[config.mk]
export PLATFORM = sky130hd
export DESIGN_NAME = term_supervisor
export DESIGN_NICKNAME = d
export VERILOG_FILES = /design/src/rtl/term_sup_pkg.sv /design/src/rtl/tsup_wake_sync.sv /design/src/rtl/tsup_wdog.sv /design/src/rtl/tsup_pulse.sv /design/src/rtl/term_supervisor.sv
export SDC_FILE = /design/constraint.sdc
export NUM_CORES = 1
export LEC_CHECK = 0
export ABC_CLOCK_PERIOD_IN_PS = 2660
export BUFFER_PORTS_ARGS = -buffer_cell sky130_fd_sc_hd__clkbuf_2
export CORE_ASPECT_RATIO = 0.9
export CORE_UTILIZATION = 55
export CTS_BUF_LIST = sky130_fd_sc_hd__clkbuf_4 sky130_fd_sc_hd__clkbuf_8 sky130_fd_sc_hd__clkbuf_16
export DETAILED_ROUTE_END_ITERATION = 8
export GPL_TIMING_DRIVEN = 0
export PLACE_DENSITY = 0.78
export SYNTH_ARGS = -nofsm -noshare
export SYNTH_HDL_FRONTEND = slang
export SYNTH_SLANG_ARGS = --single-unit
export TNS_END_PERCENT = 30
[constraint.sdc]
create_clock -name clk_i -period 2.66 [get_ports clk_i]
set_clock_uncertainty 0.05 [all_clocks]
set_input_delay 0.266 -clock clk_i [delete_from_list [all_inputs] [get_ports clk_i]]
set_output_delay 0.266 -clock clk_i [all_outputs]
set_load 0.05 [all_outputs]
[src/rtl/term_sup_pkg.sv]
`timescale 1ns/1ps
package term_sup_pkg;
  localparam int unsigned CTRL_EN_BIT   = 0;
  localparam int unsigned CTRL_RSEL_BIT = 1;
  localparam logic [1:0]  SVC_STEP1     = 2'b10;
  localparam logic [1:0]  SVC_STEP2     = 2'b01;
  typedef enum logic {SEL_CTRL = 1'b0, SEL_SVC = 1'b1} wr_sel_e;
endpackage

[src/rtl/tsup_wake_sync.sv]
`timescale 1ns/1ps
module tsup_wake_sync #(
  parameter int unsigned SYNC_STAGES = 2
) (
  input  logic clk_i,
  input  logic rst_ni,
  input  logic pin_i,
  output logic fall_o
);
  // sr_q[SYNC_STAGES] holds the previous synchronized value
  logic [SYNC_STAGES:0] sr_q;

  always_ff @(posedge clk_i or negedge rst_ni) begin
    if (!rst_ni) sr_q <= '1;
    else         sr_q <= {sr_q[SYNC_STAGES-1:0], pin_i};
  end

  assign fall_o = sr_q[SYNC_STAGES] & ~sr_q[SYNC_STAGES-1];
endmodule

[src/rtl/tsup_wdog.sv]
`timescale 1ns/1ps
module tsup_wdog #(
  parameter int unsigned TIMEOUT_TICKS = 128
) (
  input  logic clk_i,
  input  logic rst_ni,
  input  logic en_i,
  input  logic tick_i,
  input  logic step1_i,
  input  logic step2_i,
  input  logic other_i,
  input  logic restart_i,
  output logic ovf_o
);
  localparam int unsigned CNT_W = (TIMEOUT_TICKS > 2) ? $clog2(TIMEOUT_TICKS) : 1;
  localparam logic [CNT_W-1:0] LAST = CNT_W'(TIMEOUT_TICKS - 1);

  logic [CNT_W-1:0] cnt_q;
  logic             armed_q;
  logic             ovf_q;
  logic             svc_done;
  logic             wrap;

  assign svc_done = step2_i & armed_q;
  assign wrap     = tick_i & (cnt_q == LAST);
  assign ovf_o    = ovf_q;

  always_ff @(posedge clk_i or negedge rst_ni) begin
    if (!rst_ni) begin
      cnt_q   <= '0;
      armed_q <= 1'b0;
      ovf_q   <= 1'b0;
    end else if (!en_i) begin
      cnt_q   <= '0;
      armed_q <= 1'b0;
      ovf_q   <= 1'b0;
    end else begin
      ovf_q <= 1'b0;
      if (restart_i || svc_done) begin
        cnt_q   <= '0;
        armed_q <= 1'b0;
      end else if (wrap) begin
        cnt_q   <= '0;
        armed_q <= 1'b0;
        ovf_q   <= 1'b1;
      end else begin
        if (tick_i) cnt_q <= cnt_q + 1'b1;
        if (step1_i)      armed_q <= 1'b1;
        else if (other_i) armed_q <= 1'b0;
      end
    end
  end

  AST_SVC_RESTART: assert property (@(posedge clk_i) disable iff (!rst_ni)
    (en_i && svc_done) |=> (cnt_q == '0 && !ovf_q));
  AST_NO_OVERFLOW: assert property (@(posedge clk_i) disable iff (!rst_ni)
    cnt_q <= LAST);
  AST_OVF_ON_TICK: assert property (@(posedge clk_i) disable iff (!rst_ni)
    $rose(ovf_q) |-> $past(tick_i));
  AST_IDLE_WHEN_OFF: assert property (@(posedge clk_i) disable iff (!rst_ni)
    !en_i |=> (cnt_q == '0 && !ovf_q));
endmodule

[src/rtl/tsup_pulse.sv]
`timescale 1ns/1ps
module tsup_pulse #(
  parameter int unsigned PULSE_TICKS = 5
) (
  input  logic clk_i,
  input  logic rst_ni,
  input  logic trig_i,
  input  logic tick_i,
  output logic pulse_o
);
  localparam int unsigned CW = $clog2(PULSE_TICKS + 1);
  localparam logic [CW-1:0] LAST = CW'(PULSE_TICKS - 1);

  logic [CW-1:0] pcnt_q;
  logic          active_q;

  always_ff @(posedge clk_i or negedge rst_ni) begin
    if (!rst_ni) begin
      active_q <= 1'b0;
      pcnt_q   <= '0;
    end else if (!active_q) begin
      if (trig_i) begin
        active_q <= 1'b1;
        pcnt_q   <= '0;
      end
    end else if (tick_i) begin
      if (pcnt_q == LAST) active_q <= 1'b0;
      else                pcnt_q   <= pcnt_q + 1'b1;
    end
  end

  assign pulse_o = active_q;

  AST_PULSE_CAUSE: assert property (@(posedge clk_i) disable iff (!rst_ni)
    $rose(active_q) |-> $past(trig_i));
  AST_PULSE_HOLD: assert property (@(posedge clk_i) disable iff (!rst_ni)
    (active_q && !tick_i) |=> active_q);
endmodule

[src/rtl/term_supervisor.sv]
`timescale 1ns/1ps
module term_supervisor
  import term_sup_pkg::*;
#(
  parameter int unsigned TIMEOUT_TICKS = 128,
  parameter int unsigned PULSE_TICKS   = 5,
  parameter int unsigned CI_W          = 4,
  parameter int unsigned SYNC_STAGES   = 2
) (
  input  logic            clk_i,
  input  logic            rst_ni,
  input  logic            tick_i,
  input  logic            wr_en_i,
  input  logic            wr_sel_i,
  input  logic [1:0]      wr_data_i,
  input  logic            wake_ni,
  input  logic [CI_W-1:0] ci_code_i,
  output logic            wake_irq_o,
  output logic            wdog_irq_o,
  output logic            rst_pulse_o
);
  logic            en_q;
  logic            rsel_q;
  logic [CI_W-1:0] ci_prev_q;
  logic            wake_irq_q;
  logic            ctrl_wr, svc_wr;
  logic            rsel_chg;
  logic            wake_fall;
  logic            ci_chg;
  logic            ovf;
  logic            trig;

  assign ctrl_wr  = wr_en_i & (wr_sel_i == SEL_CTRL);
  assign svc_wr   = wr_en_i & (wr_sel_i == SEL_SVC);
  assign rsel_chg = ctrl_wr & (wr_data_i[CTRL_RSEL_BIT] != rsel_q);
  assign ci_chg   = (ci_code_i != ci_prev_q);

  always_ff @(posedge clk_i or negedge rst_ni) begin
    if (!rst_ni) begin
      en_q       <= 1'b0;
      rsel_q     <= 1'b1;
      ci_prev_q  <= '0;
      wake_irq_q <= 1'b0;
    end else begin
      ci_prev_q  <= ci_code_i;
      wake_irq_q <= en_q & wake_fall;
      if (ctrl_wr) begin
        en_q   <= en_q | wr_data_i[CTRL_EN_BIT];
        rsel_q <= wr_data_i[CTRL_RSEL_BIT];
      end
    end
  end

  tsup_wake_sync #(.SYNC_STAGES(SYNC_STAGES)) u_wake (
    .clk_i  (clk_i),
    .rst_ni (rst_ni),
    .pin_i  (wake_ni),
    .fall_o (wake_fall)
  );

  tsup_wdog #(.TIMEOUT_TICKS(TIMEOUT_TICKS)) u_wdog (
    .clk_i     (clk_i),
    .rst_ni    (rst_ni),
    .en_i      (en_q),
    .tick_i    (tick_i),
    .step1_i   (svc_wr & (wr_data_i == SVC_STEP1)),
    .step2_i   (svc_wr & (wr_data_i == SVC_STEP2)),
    .other_i   (svc_wr & (wr_data_i != SVC_STEP1) & (wr_data_i != SVC_STEP2)),
    .restart_i (rsel_chg),
    .ovf_o     (ovf)
  );

  // select bit 0: wake-up edge or code change; 1: watchdog overflow
  assign trig = en_q & (rsel_q ? ovf : (wake_fall | ci_chg));

  tsup_pulse #(.PULSE_TICKS(PULSE_TICKS)) u_pulse (
    .clk_i   (clk_i),
    .rst_ni  (rst_ni),
    .trig_i  (trig),
    .tick_i  (tick_i),
    .pulse_o (rst_pulse_o)
  );

  assign wake_irq_o = wake_irq_q;
  assign wdog_irq_o = ovf;

  AST_EN_STICKY: assert property (@(posedge clk_i) disable iff (!rst_ni)
    en_q |=> en_q);
  AST_WAKE_NEEDS_EN: assert property (@(posedge clk_i) disable iff (!rst_ni)
    wake_irq_o |-> en_q);
  AST_WAKE_SINGLE: assert property (@(posedge clk_i) disable iff (!rst_ni)
    wake_irq_o |=> !wake_irq_o);
  AST_RSEL1_SOURCE: assert property (@(posedge clk_i) disable iff (!rst_ni)
    ($rose(rst_pulse_o) && $past(rsel_q)) |-> $past(ovf));
  AST_RSEL0_SOURCE: assert property (@(posedge clk_i) disable iff (!rst_ni)
    ($rose(rst_pulse_o) && !$past(rsel_q)) |-> !$past(ovf));
endmodule

==> results.json <==
{
  "ys_async_sr_fraction_pct": 100,
  "ys_ff_latch": 23,
  "fmax_mhz": 668,
  "maxCapViolations": 0,
  "min_period_ns": 1.50,
  "total_power_mw": 0.888,
  "post_synth_inst_count": 98,
  "grt_pass1_vias": 698,
  "clock_path_buffers": 2,
  "overflow": 0,
  "cts_tree": "done",
  "postSynthAreaPerCell_um2": 10.8,
  "portBuffers": 14,
  "cts_setup_buffers": 0,
  "final_cells": 142,
  "cts-resized-gates": 0,
  "vias": 750,
  "use_met2_pct": 28.8,
  "place_inst": 136,
  "drc": 0,
  "path_max_fanout": 4,
  "outcome": "finished clean",
  "hold_path_class": "primary input to register",
  "setup_viol": 0,
  "cts.sinks": 23,
  "start_kind": "register",
  "relSlewSlack_pct": 63.8,
  "clk_latency_ns": 0.31,
  "synth_edf_count": 0,
  "synth_commonest_cells": "19 x dfrtp_1, 10 x nand2_1, 7 x xor2_1, 6 x nand3_1, 6 x nor2_1",
  "diodes": 0,
  "cts_buffers": 3,
  "postLayoutCellArea_mm2": 0.00121,
  "yosys_warnings": 0,
  "p_leak_nw": 0.582,
  "dp_slack_ns": 1.20,
  "fin_nets": 134,
  "synth_top_area_share_pct": 44.8,
  "place_area_mm2": 0.00116,
  "period_share_pct": 56.3,
  "rsz0062_at_grt": "no",
  "first_pass_iters": 5,
  "core-area_mm2": 0.00173,
  "cts.clk_slew.worst_paths_ns": 0.13,
  "synth_area_leaders": "dfrtp_1 45%, dfstp_2 9.9%, xor2_1 5.8%",
  "die_x_um": 48.3,
  "initial_utilization_pct": 61.2,
  "wirelength_um": 1750,
  "critPathKind": "register to register",
  "seq_area_frac_synth_pct": 54.7,
  "gp_congestion": 0.848,
  "use_met1_pct": 29.6,
  "htreeDepth": 1,
  "synthToLayoutAreaGrowth_pct": 13.9,
  "viasPerCell": 5.28,
  "peakVddDrop_v": 0.000504,
  "syn_nets": 113,
  "tns_ns": 0,
  "busiest_layer": "met1",
  "grt_use_met3_pct": 3.75,
  "worst_pin_slew_ns": 0.542,
  "rows": 14,
  "drive_above_1_share_pct": 22.0,
  "ioPinCount": 15,
  "grt_pass1_wl_um": 2920,
  "hold_buffers": 2,
  "p_per_area_mw_per_mm2": 735,
  "end_kind": "register",
  "synth_flop_cell": "dfrtp_1",
  "crit_arrival_ns": 1.68,
  "grt_use_total_pct": 20.0,
  "ant_nets": 0,
  "antenna_found_initial": 0,
  "ys_types": 30,
  "grt_max_degree": 24,
  "wl_per_cell_um": 12.4,
  "dieArea_mm2": 0.00211,
  "fp.dieH_um": 43.7,
  "drv_slew": 0,
  "cts_root_buffer": "clkbuf_4",
  "hold_viol": 0,
  "required_ns": 2.84,
  "drt-initial-drc-count": 8,
  "synth.most_common_cell": "dfrtp_1",
  "dp_hpwl_um": 1260,
  "synth_top_cell_by_area": "dfrtp_1",
  "netlist_area_mm2": 0.00106,
  "fin_ws_ns": 1.16
}
[state kept, by name (all words and copies together), names as in the netlist, 3 cells and up]
name,flops
ci_prev_q,4
u_pulse.pcnt_q,3
u_wake.sr_q,3
u_wdog.cnt_q,7
[path summary, 6_finish.rpt]
check / start / to / slack [ns] / depth (start not counted)
max: u_wdog.cnt_q[0] / u_wdog.cnt_q[5] / 1.16 / 5
min: ci_code_i[1] / ci_prev_q[1] / 0.03 / 1
max reg2reg: u_wdog.cnt_q[0] / u_wdog.cnt_q[5] / 1.16 / 5
min reg2reg: u_wake.sr_q[0] / u_wake.sr_q[1] / 0.32 / 0
max in group asynchronous: rst_ni / rsel_q / 1.78 / 2
min in group asynchronous: rst_ni / u_wdog.cnt_q[5] / 0.40 / 2
[area by class of cell]
| cell class | count | area, µm² |
|---|---|---|
| clock buffer | 3 | 22.5 |
| tap | 24 | 30.0 |
| inverter | 5 | 18.8 |
| multi-input combinational | 69 | 457 |
| sequential | 23 | 581 |
| timing repair buffer | 16 | 90.1 |
| fill | 144 | 526 |
| clock inverter | 1 | 5.00 |
| buffer | 1 | 5.00 |
[routing by layer]
layer / part of all wire, % / up-vias
li1: - / 386
met1: 53 / 343
met2: 41 / 16
met3: 3.5 / 5
met4: 2.1 / 0
met5: 0 / -
[worst max-delay path, cell delays in order, from the launching register on]
cell      delay (ns)
dfrtp_1         0.43
ha_1            0.22
and3_1          0.22
nand3_1         0.17
nand2_1         0.07
a311oi_1        0.25
[stage by stage]
step	utilization, %	hold slack, ns
after floorplan	-	-0.0796
after global placement	67.0	0.219
after detailed placement	67.0	0.227
after CTS	69.7	0.0251
after global routing	69.7	0.00645
final	69.7	0.0284
[report_power, final]
part	leakage [nW]	switching (mW)	total, mW	internal, mW
combinational	0.285	0.143	0.251	0.108
sequential	0.279	0.0599	0.474	0.414
clock	0.0177	0.106	0.162	0.0562
[kinds of logic after synthesis]
logic type | share of synthesized area, %
compound gates | 11.3
xor+xnor | 6.60
fa+ha+maj | 3.54
buf+inv | 2.24
flops | 54.7
mux | 3.07
simple gates | 18.5
[placed cells by master, fill, tap and decap left out, types with 3 or more instances in the layout]
cell type,n
inv_1,5
xor2_1,7
nand3b_1,3
dfrtp_1,19
nand2_1,10
clkbuf_2,14
and3_1,3
a21oi_1,5
ha_1,3
dfstp_2,4
nor2_1,6
nand3_1,6
clkbuf_4,3
nor3_1,3
No activity file was read; power rests on OpenSTA's default activity.
